### config.mk
export PLATFORM = sky130hd
export DESIGN_NAME = fpx_trap_unit
export DESIGN_NICKNAME = d
export VERILOG_FILES = /design/src/rtl/fpx_pkg.sv /design/src/rtl/fpx_filter.sv /design/src/rtl/fpx_sticky.sv /design/src/rtl/fpx_onehot.sv /design/src/rtl/fpx_trap_unit.sv
export SDC_FILE = /design/constraint.sdc
export NUM_CORES = 1
export LEC_CHECK = 0
export ABC_AREA = 1
export CORE_MARGIN = 5
export CORE_UTILIZATION = 35
export DETAILED_ROUTE_END_ITERATION = 10
export HOLD_SLACK_MARGIN = 0.02
export PLACE_DENSITY = 0.75
export REMOVE_ABC_BUFFERS = 1
export SETUP_SLACK_MARGIN = 0.3
export SLEW_MARGIN = 40
export SYNTH_ARGS = -nofsm -noshare
export SYNTH_HDL_FRONTEND = slang
export SYNTH_HIERARCHICAL = 1
export SYNTH_SLANG_ARGS = --single-unit
### constraint.sdc
create_clock -name clk_i -period 0.8 [get_ports clk_i]
set_clock_uncertainty 0.05 [all_clocks]
set_input_delay 0.2 -clock clk_i [delete_from_list [all_inputs] [get_ports clk_i]]
set_output_delay 0.2 -clock clk_i [all_outputs]
set_load 0.01 [all_outputs]
### src/rtl/fpx_pkg.sv
package fpx_pkg;
  localparam int FPX_FLAGS = 6;

  typedef enum int {
    FLG_INV = 0,
    FLG_DZE = 1,
    FLG_OVF = 2,
    FLG_UNF = 3,
    FLG_INE = 4,
    FLG_IOV = 5
  } flag_idx_e;

  localparam int SUM_TAG_BIT = 0;
endpackage

### src/rtl/fpx_filter.sv
module fpx_filter #(
  parameter int NUM_FLAGS = fpx_pkg::FPX_FLAGS,
  localparam int SUM_W = NUM_FLAGS + 1
) (
  input  logic [NUM_FLAGS-1:0] flags_i,
  input  logic [NUM_FLAGS-1:0] ignore_i,
  input  logic [NUM_FLAGS-1:0] enable_i,
  input  logic                 swc_mode_i,
  output logic [NUM_FLAGS-1:0] record_o,
  output logic                 fire_o,
  output logic [SUM_W-1:0]     summary_o
);
  logic [NUM_FLAGS-1:0] kept;
  logic [NUM_FLAGS-1:0] causes;

  always_comb begin
    kept   = flags_i & ~ignore_i;
    fire_o = |kept;
    if (swc_mode_i) begin
      record_o = kept;
      causes   = kept & enable_i;
    end else begin
      // plain path records everything and traps on everything unignored
      record_o = flags_i;
      causes   = kept;
    end
    summary_o = {causes, swc_mode_i};
  end
endmodule

### src/rtl/fpx_sticky.sv
module fpx_sticky #(
  parameter int NUM_FLAGS = fpx_pkg::FPX_FLAGS
) (
  input  logic                 clk_i,
  input  logic                 rst_ni,
  input  logic                 clr_i,
  input  logic                 valid_i,
  input  logic [NUM_FLAGS-1:0] record_i,
  output logic [NUM_FLAGS-1:0] sticky_o
);
  logic [NUM_FLAGS-1:0] base;
  logic [NUM_FLAGS-1:0] add;

  always_comb begin
    base = clr_i ? '0 : sticky_o;
    add  = valid_i ? record_i : '0;
  end

  always_ff @(posedge clk_i or negedge rst_ni) begin
    if (!rst_ni) sticky_o <= '0;
    else         sticky_o <= base | add;
  end

  assert_sticky_grows_R2: assert property (@(posedge clk_i) disable iff (!rst_ni)
    !clr_i |=> ((sticky_o & $past(sticky_o)) == $past(sticky_o)))
    else $error("sticky lost a bit");

  assert_sticky_hold_R8: assert property (@(posedge clk_i) disable iff (!rst_ni)
    (!clr_i && !valid_i) |=> $stable(sticky_o))
    else $error("sticky changed without valid");

  assert_sticky_clear_R9: assert property (@(posedge clk_i) disable iff (!rst_ni)
    (clr_i && !valid_i) |=> (sticky_o == '0))
    else $error("sticky not cleared");
endmodule

### src/rtl/fpx_onehot.sv
module fpx_onehot #(
  parameter int ADDR_W = 6,
  localparam int NUM_OUT = 1 << ADDR_W
) (
  input  logic [ADDR_W-1:0]  addr_i,
  output logic [NUM_OUT-1:0] onehot_o
);
  for (genvar g = 0; g < NUM_OUT; g++) begin : g_dec
    assign onehot_o[g] = (addr_i == ADDR_W'(g));
  end
endmodule

### src/rtl/fpx_trap_unit.sv
module fpx_trap_unit #(
  parameter int NUM_FLAGS  = fpx_pkg::FPX_FLAGS,
  parameter int REG_ADDR_W = 6,
  localparam int SUM_W    = NUM_FLAGS + 1,
  localparam int NUM_REGS = 1 << REG_ADDR_W
) (
  input  logic                  clk_i,
  input  logic                  rst_ni,
  input  logic                  valid_i,
  input  logic [NUM_FLAGS-1:0]  flags_i,
  input  logic [NUM_FLAGS-1:0]  ignore_i,
  input  logic                  swc_mode_i,
  input  logic [REG_ADDR_W-1:0] dest_reg_i,
  input  logic [NUM_FLAGS-1:0]  enable_i,
  input  logic                  clr_i,
  output logic [NUM_FLAGS-1:0]  sticky_o,
  output logic                  trap_o,
  output logic [SUM_W-1:0]      summary_o,
  output logic [NUM_REGS-1:0]   reg_mask_o
);
  logic [NUM_FLAGS-1:0] record;
  logic                 fire;
  logic [SUM_W-1:0]     summary_d;
  logic [NUM_REGS-1:0]  dest_oh;
  logic                 take;

  fpx_filter #(.NUM_FLAGS(NUM_FLAGS)) u_filter (
    .flags_i    (flags_i),
    .ignore_i   (ignore_i),
    .enable_i   (enable_i),
    .swc_mode_i (swc_mode_i),
    .record_o   (record),
    .fire_o     (fire),
    .summary_o  (summary_d)
  );

  fpx_sticky #(.NUM_FLAGS(NUM_FLAGS)) u_sticky (
    .clk_i    (clk_i),
    .rst_ni   (rst_ni),
    .clr_i    (clr_i),
    .valid_i  (valid_i),
    .record_i (record),
    .sticky_o (sticky_o)
  );

  fpx_onehot #(.ADDR_W(REG_ADDR_W)) u_dec (
    .addr_i   (dest_reg_i),
    .onehot_o (dest_oh)
  );

  assign take = valid_i & fire;

  always_ff @(posedge clk_i or negedge rst_ni) begin
    if (!rst_ni) begin
      trap_o     <= 1'b0;
      summary_o  <= '0;
      reg_mask_o <= '0;
    end else begin
      trap_o     <= take;
      summary_o  <= take ? summary_d : '0;
      reg_mask_o <= take ? dest_oh : '0;
    end
  end

  assert_trap_needs_valid_R3: assert property (@(posedge clk_i) disable iff (!rst_ni)
    trap_o |-> $past(valid_i))
    else $error("trap without valid");

  assert_summary_quiet_R4: assert property (@(posedge clk_i) disable iff (!rst_ni)
    !trap_o |-> (summary_o == '0))
    else $error("summary nonzero without trap");

  assert_tag_follows_mode_R6: assert property (@(posedge clk_i) disable iff (!rst_ni)
    trap_o |-> (summary_o[fpx_pkg::SUM_TAG_BIT] == $past(swc_mode_i)))
    else $error("completion tag mismatch");

  assert_mask_onehot_R7: assert property (@(posedge clk_i) disable iff (!rst_ni)
    trap_o |-> ($countones(reg_mask_o) == 1))
    else $error("register mask not one-hot");

  assert_mask_idle_R7: assert property (@(posedge clk_i) disable iff (!rst_ni)
    !trap_o |-> (reg_mask_o == '0))
    else $error("register mask set without trap");

  assert_pulse_R8: assert property (@(posedge clk_i) disable iff (!rst_ni)
    (trap_o && !$past(valid_i, 1)) |-> 1'b0)
    else $error("trap not tied to an instruction");
endmodule

==> impl_metrics.csv <==
group,metric,value,unit
sta,slew_headroom,81.86,%
power,report.power.total,9.025,mW
placement,place_area,4562,um2
placement,portBuffers,106,
clock_network,cts_buffer_depth,2,
sta,timing.final.ws_setup,-320.6,ps
worst_setup_path,crit_buf_inv,1,
global_route,gr-total-overflow,0,
sta,rsz0062_at_grt,"yes",
detailed_routing,via_per_inst,4.444,
sta,period_needed,1121,ps
finish,fin_cells,673,
clock_network,insertion_delay,340,ps
worst_setup_path,slowest_stage,"dfrtp_1",
worst_setup_path,crit_path_end_kind,"primary output",
worst_setup_path,regToRegSetupSlack,150,ps
power,powerDensity,1618,nW/um2
worst_setup_path,arrival,870,ps
global_route,grt_max_degree,51,
hold_path,hold_class,"input pin to asynchronous set/reset pin",
worst_setup_path,cp_max_fo,1,
status,status,"finished, violations left",
detailed_routing,wl_per_cell,15.69,um
clock_network,clockRootBuffer,"clkbuf_8",
logic_synthesis,ys_seq_area_share,59.63,%
clock_network,clkTransAtPathRegs,80,ps
logic_synthesis,synth_top_cell_by_area,"dfrtp_1",
detailed_routing,drc,0,
global_route,grt_util_all_layers,18.11,%
sta,hold_slack,-245.0,ps
worst_setup_path,max_stage_delay,390,ps
sta,worstMarginPinSlew,272.0,ps
clock_network,cts.sinks,78,
sta,drv_slew,0,
logic_synthesis,ys_seq_elements,78,
floorplanning,coreArea,9196,um2
logic_synthesis,synth_area,3273,um2
global_route,grt_pass1_vias,3104,
placement,pre_cts_ws,-790.9,ps
floorplanning,fp.dieH,106.7,um
global_route,antenna_found_initial,1,
placement,place_congestion,0.7805,
logic_synthesis,yosys-top-cells-area,"dfrtp_1, nor2_1, inv_1",
worst_setup_path,required,550,ps
floorplanning,io_pins,107,
finish,diodes,0,
logic_synthesis,muxShareOfSynthArea,0,%
logic_synthesis,synthSimpleGateAreaFrac,23.13,%
worst_setup_path,worstPathCellList,"buf_2",
logic_synthesis,synth.avg_cell_area,8.393,um2
sta,tns,-38050,ps
worst_setup_path,crit_path_start_kind,"flip-flop",
sta,finalHoldViolCount,78,
detailed_routing,drt-total-wl,10560,um
clock_network,cts_buffers,9,
global_route,grt_first_pass_wirelength,15990,um
worst_setup_path,crit_type,"flip-flop to primary output",
logic_synthesis,synth_top_family_by_area,"simple AND/OR/NAND/NOR gates",
logic_synthesis,synth_top_area_share,59.63,%
finish,drive_above_1_share,52.67,%
run,drv_cap,0,
logic_synthesis,yosysUniqueCellTypes,12,
clock_network,cts_tree,"built",
logic_synthesis,synth_compound_area_share,2.294,%
finish,final_util,60.65,%
clock_network,h-tree-depth,3,
placement,place_inst,616,
finish,nets,586,
detailed_routing,dr.pass1.iters,4,
detailed_routing,drt_iter0_markers,122,
sta,timing.fmax,892.4,MHz
worst_setup_path,path_delay_family,"flip-flops",
floorplanning,rows,35,
status,failed_checks,"hold timing, setup timing",
logic_synthesis,synthXorXnorAreaFrac,0,%
logic_synthesis,ys_warn_count,6,
detailed_routing,num_vias,2991,
floorplanning,dieArea,11390,um2
sta,fin_crit_sh,140.1,%
detailed_routing,antenna_left,0,
placement,hpwl,5897,um
sta,finalSetupViolations,150,
finish,area_delta_synth_final,70.41,%
finish,stdcell_area,5578,um2
floorplanning,start_util,35.59,%
floorplanning,die_w,106.7,um
logic_synthesis,synthAdderAreaFrac,0,%
power,ir_drop,771.3,uV
power,power_leakage,2.728,nW
logic_synthesis,syn_inst,390,
layout by cell type, fill, tap and decap left out:
master / instances
inv_1: 79
dfrtp_1: 78
buf_2: 71
nor2_1: 62
buf_6: 46
nor2_2: 45
nor2_4: 35
nand2_1: 35
buf_4: 20
inv_2: 14
clkbuf_8: 12
buf_12: 12
nand2_2: 12
buf_16: 8
clkdlybuf4s50_1: 6
nand2_4: 4
a21boi_2: 4
a21oi_2: 4
bufinv_16: 2
dlygate4sd2_1: 2
buf_8: 2
a21boi_1: 2
clkinv_2: 1
clkbuf_1: 1
clkbuf_16: 1
clkbuf_2: 1
a21oi_4: 1
a21oi_1: 1
inv_4: 1
what timing repair did:
action / CTS / global route
pin swaps: 29 / 15
setup buffers: 23 / 6
endpoints found under the setup margin: 156 / 156
endpoints found under the hold margin: 78 / 78
resized for setup: 516 / 84
cloned: 11 / 1
layout make-up:
cell class,instances,area [um2]
Clock buffer,13,168.9
Clock inverter,3,65.06
Fill cell,751,3618
Inverter,94,355.3
Multi-Input combinational cell,205,1276
Sequential cell,78,1952
Tap cell,111,138.9
Timing Repair Buffer,169,1622
Yosys cell counts, drive strengths merged:
cell type / count
clkbuf: 7
nand2: 51
dfrtp: 78
nor2: 142
buf: 6
inv: 94
a21boi: 6
a21oi: 6
cells by family after synthesis:
| kind of cell | after synthesis |
|---|---|
| and+or+nand+nor | 193 |
| buffers and inverters | 107 |
| DFF | 78 |
| AOI/OAI and AO/OA | 12 |
worst paths after layout:
path                                           start                    to  depth (start not counted)
worst max register to register  u_sticky/sticky_o[3]  u_sticky/sticky_o[3]                          2
worst min-delay path                          rst_ni        reg_mask_o[43]                          2
worst max-delay path                   reg_mask_o[6]         reg_mask_o[6]                          1
worst min register to register  u_sticky/sticky_o[0]  u_sticky/sticky_o[0]                          2
max in group asynchronous                     rst_ni         reg_mask_o[0]                          2
min in group clk_i                       ignore_i[3]  u_sticky/sticky_o[3]                          4
per-layer routing:
layer	vias to the layer above	global-route usage (%)	wire length [um]
met5	-	0	20
met1	1457	21.64	4078
met3	18	4.094	545
met4	2	6.758	212
met2	87	31.79	5703
li1	1427	-	-
power breakdown:
| group | switching, mW | internal (mW) | leakage (nW) | total, mW |
|---|---|---|---|---|
| combinational | 0.816 | 0.814 | 1.53 | 1.63 |
| clock | 1.36 | 2.01 | 0.120 | 3.37 |
| sequential | 0.0253 | 4.00 | 1.08 | 4.03 |
| total | 2.20 | 6.83 | 2.73 | 9.03 |
sequential cells by signal, indices dropped and copies added, names as in the netlist:
name / flops
trap_o: 1
reg_mask_o: 64
summary_o: 7
u_sticky/sticky_o: 6
Note: power is estimated with default switching activity, not from simulation.
